===== src/rtl/crcchk_pkg.sv =====
// Shared constants and the word-wide CRC step for the memory scrubber.
// Assumes the reflected CRC-32 form, fed LSB first.
package crcchk_pkg;
    localparam int          CRC_W     = 32;
    localparam logic [31:0] CRC_POLY  = 32'hEDB88320;
    localparam logic [31:0] CRC_INIT  = 32'hFFFFFFFF;
    localparam logic [31:0] CRC_XOUT  = 32'hFFFFFFFF;

    // Fold one 32-bit word into a running CRC, least significant bit first.
    function automatic logic [31:0] crc_step(input logic [31:0] crc_in,
                                             input logic [31:0] word);
        logic [31:0] c;
        c = crc_in;
        for (int b = 0; b < CRC_W; b++) begin
            if (c[0] ^ word[b]) c = (c >> 1) ^ CRC_POLY;
            else                c = c >> 1;
        end
        return c;
    endfunction
endpackage


===== src/rtl/crcchk_engine.sv =====
// Pass sequencer and CRC accumulator. Issues one read per enable, absorbs the
// word read at the previous enable, and closes a pass after the last address.
// Assumes read data updates only on a strobe and is held until the next one.
module crcchk_engine
    import crcchk_pkg::*;
#(
    parameter int ADDR_W = 4
) (
    input  logic              clk,
    input  logic              rst_n,
    input  logic              start,
    input  logic              ce,
    input  logic [31:0]       ref_val,
    output logic              mem_rd,
    output logic [ADDR_W-1:0] mem_addr,
    input  logic [31:0]       mem_rdata,
    output logic [31:0]       sig,
    output logic              err,
    output logic              pass_end
);
    localparam logic [ADDR_W-1:0] LAST_ADDR = {ADDR_W{1'b1}};

    logic              run_q;
    logic [ADDR_W-1:0] addr_q;
    logic              vld_q;
    logic              last_q;
    logic [31:0]       crc_q;
    logic [31:0]       crc_nx;
    logic [31:0]       diff;

    assign mem_rd   = run_q & ce;
    assign mem_addr = addr_q;

    // Next CRC after the held word, and its mismatch against the reference.
    always_comb begin
        crc_nx = crc_step(crc_q, mem_rdata);
        diff   = (crc_nx ^ CRC_XOUT) ^ ref_val;
    end

    // Sequence addresses, accumulate the CRC and publish the result per pass.
    always_ff @(posedge clk) begin
        if (!rst_n) begin
            run_q    <= 1'b0;
            addr_q   <= '0;
            vld_q    <= 1'b0;
            last_q   <= 1'b0;
            crc_q    <= CRC_INIT;
            sig      <= '0;
            err      <= 1'b0;
            pass_end <= 1'b0;
        end else begin
            pass_end <= 1'b0;
            if (start) begin
                run_q  <= 1'b1;
                addr_q <= '0;
                vld_q  <= 1'b0;
                last_q <= 1'b0;
                crc_q  <= CRC_INIT;
            end else if (mem_rd) begin
                addr_q <= addr_q + 1'b1;
                vld_q  <= 1'b1;
                last_q <= (addr_q == LAST_ADDR);
                if (vld_q) begin
                    if (last_q) begin
                        sig      <= diff;
                        err      <= |diff;
                        pass_end <= 1'b1;
                        crc_q    <= CRC_INIT;
                    end else begin
                        crc_q    <= crc_nx;
                    end
                end
            end
        end
    end
endmodule


===== config.mk =====
export PLATFORM = sky130hd
export DESIGN_NAME = crcchk_engine
export DESIGN_NICKNAME = d
export VERILOG_FILES = /design/src/rtl/crcchk_pkg.sv /design/src/rtl/crcchk_engine.sv
export SDC_FILE = /design/constraint.sdc
export NUM_CORES = 1
export LEC_CHECK = 0
export BUFFER_PORTS_ARGS = -buffer_cell sky130_fd_sc_hd__clkbuf_2
export CAP_MARGIN = 0
export CORE_UTILIZATION = 50
export DETAILED_ROUTE_END_ITERATION = 7
export PLACE_DENSITY = 0.71
export SYNTH_ARGS = -nofsm -noshare
export SYNTH_HDL_FRONTEND = slang
export SYNTH_SLANG_ARGS = --single-unit

===== constraint.sdc =====
create_clock -name clk -period 5.7 [get_ports clk]
set_input_delay 1.14 -clock clk [delete_from_list [all_inputs] [get_ports clk]]
set_output_delay 1.14 -clock clk [all_outputs]
set_load 0.1 [all_outputs]

Word-level counts from Yosys, hierarchy flattened --
Cells that the tools add are included.
Word-level totals: word-level logic and storage cells 120, memory bits (read-only) 0, bits in writable memories 0, register bits after elaboration 73, input port bits 68, output and inout port bits 39, bits in latches 0, memories 0
Operators by class: divide/modulo/power cells 0, reduce and logical (&&, ||, !) cells 5, equal/unequal tests 1, bitwise gates (word level) 71, magnitude comparators 0, mux-type cells 34, add/sub/neg operators 1, $mul 0, shifts and indexed selects 0
Operator list (count):
- 2-to-1 mux 32 bit | 33
- inverter 13 -> 14 bit | 32
- inverter 32 bit | 1
- OR reduction 32 bit | 1
- XOR 1 bit | 32
- XOR 32 bit | 1
- adder 4 x 1 -> 4 bit (second input constant) | 1
- == test 4 bit (second input constant) | 1
- inverter 1 bit | 4
- AND reduction 4 bit | 1
- OR reduction 4 bit | 1
- AND reduction 2 bit | 1
- OR reduction 2 bit | 1
- AND 1 bit | 1
- 2-to-1 mux 1 bit | 1

Logic depth before layout (Yosys ltp) --
depth after elaboration 67, mapped depth 12, gate-level depth less buffers 11

Worst setup path after synthesis --
No wires, ideal clock.
path type input-to-reg, from input mem_rdata[4], to register err, path slack 0.962 ns, setup time 0.140 ns, arrival 4.598 ns, buffers on the path 0, data required time 5.560 ns, stages 10, cells stage by stage xnor2_2 -> xnor3_4 -> xnor3_2 -> xnor2_2 -> xnor3_2 -> xnor3_2 -> xnor2_4 -> or3_1 -> a221oi_1 -> a41oi_2
Between the ends: longest elaborated chain between the ends 45, elaborated cells on any way between the ends 74, those cells by class 28 x mux; 45 x bitwise; 1 x reduce/logical
RTL lines:
- from (decl) | line crcchk_engine.sv:16 | input logic [31:0] mem_rdata,
- XOR 1 bit * | line crcchk_pkg.sv:15 | if (c[0] ^ word[b]) c = (c >> 1) ^ CRC_POLY;
- 2-to-1 mux 32 bit * | line crcchk_pkg.sv:15
- inverter 13 -> 14 bit (no source line)
- 2-to-1 mux 32 bit * (3 in a row) | line crcchk_pkg.sv:15
- inverter 13 -> 14 bit (no source line) or 2-to-1 mux 32 bit (tied branches)
- 2-to-1 mux 32 bit * (6 in a row) | line crcchk_pkg.sv:15
- XOR 1 bit or 2-to-1 mux 32 bit (tied branches) | line crcchk_pkg.sv:15
- 2-to-1 mux 32 bit * | line crcchk_pkg.sv:15
- [18 not listed]
- 2-to-1 mux 32 bit * | line crcchk_pkg.sv:15
- inverter 13 -> 14 bit (no source line) or 2-to-1 mux 32 bit (tied branches)
- 2-to-1 mux 32 bit * (4 in a row) | line crcchk_pkg.sv:15
- inverter 13 -> 14 bit (no source line)
- 2-to-1 mux 32 bit * (2 in a row) | line crcchk_pkg.sv:15
- inverter 32 bit (no source line) *
- XOR 32 bit * | line crcchk_engine.sv:37 | diff = (crc_nx ^ CRC_XOUT) ^ ref_val;
- OR reduction 32 bit * | line crcchk_engine.sv:66 | err <= |diff;
- to (signal assigned) | line crcchk_engine.sv:66
- to (decl) | line crcchk_engine.sv:18 | output logic err,
Every way passes the cells marked *. A chain may end at the register's enable or synchronous reset.

Final worst setup path --
from input mem_rdata[11], to register err
Between the ends: longest elaborated chain between the ends 35, elaborated cells on any way between the ends 54, those cells by class 21 x mux; 32 x bitwise; 1 x reduce/logical
RTL lines (line):
- XOR 1 bit * | crcchk_pkg.sv:15
- 2-to-1 mux 32 bit * (6 in a row) | crcchk_pkg.sv:15
- XOR 1 bit (tied with other cells) | crcchk_pkg.sv:15
- 2-to-1 mux 32 bit * | crcchk_pkg.sv:15
- inverter 13 -> 14 bit (no source line) or 2-to-1 mux 32 bit (tied branches)
- 2-to-1 mux 32 bit * | crcchk_pkg.sv:15
- inverter 13 -> 14 bit (no source line) (tied with other cells)
- 2-to-1 mux 32 bit * (2 in a row) | crcchk_pkg.sv:15
- [11 not listed]
- 2-to-1 mux 32 bit * | crcchk_pkg.sv:15
- inverter 13 -> 14 bit (no source line) or 2-to-1 mux 32 bit (tied branches)
- 2-to-1 mux 32 bit * | crcchk_pkg.sv:15
- inverter 13 -> 14 bit (no source line) or 2-to-1 mux 32 bit (tied branches)
- 2-to-1 mux 32 bit * (3 in a row) | crcchk_pkg.sv:15
- inverter 32 bit (no source line) *
- XOR 32 bit * | crcchk_engine.sv:37
- OR reduction 32 bit * | crcchk_engine.sv:66
Every way passes the cells marked *; elsewhere a longest branch is shown, timed or not.

==> results_dict.tcl <==
set metrics [dict create \
    slew_violations 0 \
    syn_area_per_cell_um2 11.4 \
    hold_class "register to register" \
    route.met3.wl_um 1180 \
    max_slew_margin_pct 31.5 \
    ys_top_cells_by_area "dfxtp_1 21%, xnor2_1 21%, xnor3_1 13%, xor2_1 6.8%, xnor3_2 5.5%" \
    drt-pass1-iter-count 5 \
    crit_required_ps 5920 \
    insertion_delay_ps 360 \
    cts.sinks 73 \
    yosysMostFrequentCell "xnor2_1" \
    synth_edf_count 0 \
    synthFlopType "dfxtp_1" \
    highest_layer "met4" \
    max_freq_mhz 200 \
    crit_fanout 9 \
    cts_tree "done" \
    die_h_um 120 \
    yosys_warnings 0 \
    grt_pass1_vias 4848 \
    core_mm2 0.0134 \
    synth_seq_cells 73 \
    wl_um 18100 \
    grt_use_total_pct 27.0 \
    route.vias.total 4661 \
    max_cap_viol_count 0 \
    ioPinCount 107 \
    cts_resized 0 \
    cts_buffer_depth 2 \
    finalSetupTns_ps 0 \
    dpl_worst_slack_ps 355 \
    rows 42 \
    cp_cell_sequence "clkbuf_2 -> xnor2_1 -> xnor2_1 -> xnor3_2 -> xnor2_2 -> xor3_2 -> xnor3_1 -> xnor3_1 -> xnor2_1 -> a21boi_1 -> a41oi_2" \
    cts_root_buf "clkbuf_16" \
    finalCritPeriodShare_pct 87.7 \
    cpMostUsedCell "xnor2_1" \
    finalCoreUtilization_pct 60.6 \
    final_nets 790 \
    wl_per_cell_um 20.1 \
    critPathMaxStageDelay_ps 640 \
    wl_met1_um 8110 \
    vias_per_cell 5.17 \
    htreeDepth 3 \
    finalCriticalPeriod_ps 5000 \
    antenna_left 0 \
    final-setup-viol-count 0 \
    grt_max_degree 60 \
    final_hold_viol_count 0 \
    multi_input_area_mm2 0.00539 \
    io_buffers 106 \
    syn_to_final_growth_pct 16.8 \
    netlist_area_mm2 0.00695 \
    clk_pin_slew_ps 60 \
    met2WireLength_um 8360 \
    cts-hold-fix-buffers 0 \
    num_antenna_cells 0 \
    grt_pass1_wl_um 28000 \
    hpwlAfterDp_um 15000 \
    antenna_found_initial 0 \
    numCtsBuffers 9 \
    start_util_pct 51.8 \
    ff_latch_area_mm2 0.00146 \
    place_congestion 0.909 \
    synth_top_area_cell "dfxtp_1" \
    grt.overflow.total 0 \
    drtIter0Drc 269 \
    criticalPathCategory "input pin to register" \
    cts_setup_buffers 0 \
    yosysUniqueCellTypes 44 \
    worst_clock_skew_ps 7.11 \
    tightest_slew_ps 1020 \
    route.detailed.drc 0 \
    crit_path_start_kind "input pin" \
    rsz0062_at_grt "false" \
    slowest_stage "xnor3_2" \
    fillers 1131 \
    synth_fp_nets 677 \
    synth_top_area_share_pct 21.0 \
    ys_seq_area_share_pct 21.0 \
    drive_above_1_share_pct 28.9 \
    outcome "finished clean" \
    die_area_mm2 0.0144 \
    worstPathArrival_ps 5220 \
    cp-end-kind "register" \
    syn-instance-count 608 \
    async_flop_share_pct 0 \
    setup_ws_ps 702 \
    fp.dieW_um 120 \
    netlist_top_cells_count "164 x xnor2_1, 73 x dfxtp_1, 64 x nand2_1" \
]
layer usage:
| layer | up-vias | track usage (%) |
|---|---|---|
| li1 | 2272 | - |
| met1 | 2200 | 35.6 |
| met2 | 159 | 42.7 |
| met3 | 30 | 6.75 |
| met4 | 0 | 9.77 |
| met5 | - | 0 |
final timing paths:
kind / depth (start not counted) / endpoint / slack, ps / startpoint
setup reg to reg: 10 / err / 1150 / crc_q[5]
hold / removal: 2 / crc_q[31] / 480 / crc_q[31]
hold reg to reg: 2 / crc_q[31] / 480 / crc_q[31]
setup / recovery: 11 / err / 700 / mem_rdata[11]
layout by cell type (no fill, tap or decap), types with 2 or more instances in the layout:
cell,count
a21oi_1,6
and3_1,3
buf_4,21
bufinv_16,3
clkbuf_16,9
clkbuf_2,106
dfxtp_1,73
inv_6,2
nand2_1,63
nand2b_1,3
nand3_1,2
nand4_1,3
nor2_1,17
nor3_1,3
o211a_1,28
o211ai_1,30
o21ai_0,5
xnor2_1,164
xnor2_2,20
xnor2_4,7
xnor3_1,40
xnor3_2,16
xor2_1,54
xor2_2,8
xor2_4,4
xor3_1,8
xor3_2,4
layout make-up:
class / instances / share of cell area (%)
well taps: 176 / 2.71
clock buffers: 10 / 2.94
repair buffers: 127 / 8.48
inverters: 1 / 0.0462
multi-input cells: 509 / 66.4
clock inverters: 6 / 1.39
flip-flops and latches: 73 / 18.0
critical path: cells and delay by family:
kind / cells / cell delay, ps
xor+xnor: 8 / 3630
compound gates: 2 / 350
buf+inv: 1 / 90
logic make-up after synthesis:
family          synth area share, %
compound gates                 8.81
flops                          21.0
mux                           0.144
fa+ha+maj                     0.180
simple gates                   6.88
xor+xnor                       61.4
buf+inv                        1.57
flip-flops by register name (all words and copies together), names as in the netlist:
| register | cells |
|---|---|
| crc_q | 32 |
| sig | 32 |
| mem_addr | 4 |
| err | 1 |
| last_q | 1 |
| pass_end | 1 |
| run_q | 1 |
| vld_q | 1 |
through the flow:
step,cells,hold slack [ps],cell area [um2]
after detailed placement,886,470,7760
after global placement,886,459,7760
after floorplan,608,446,6950
after global routing,902,495,8120
final,902,482,8120
after CTS,902,485,8120
Power is not shown: default switching activity piles up to over one toggle a cycle in this logic, so the estimate is an artifact.
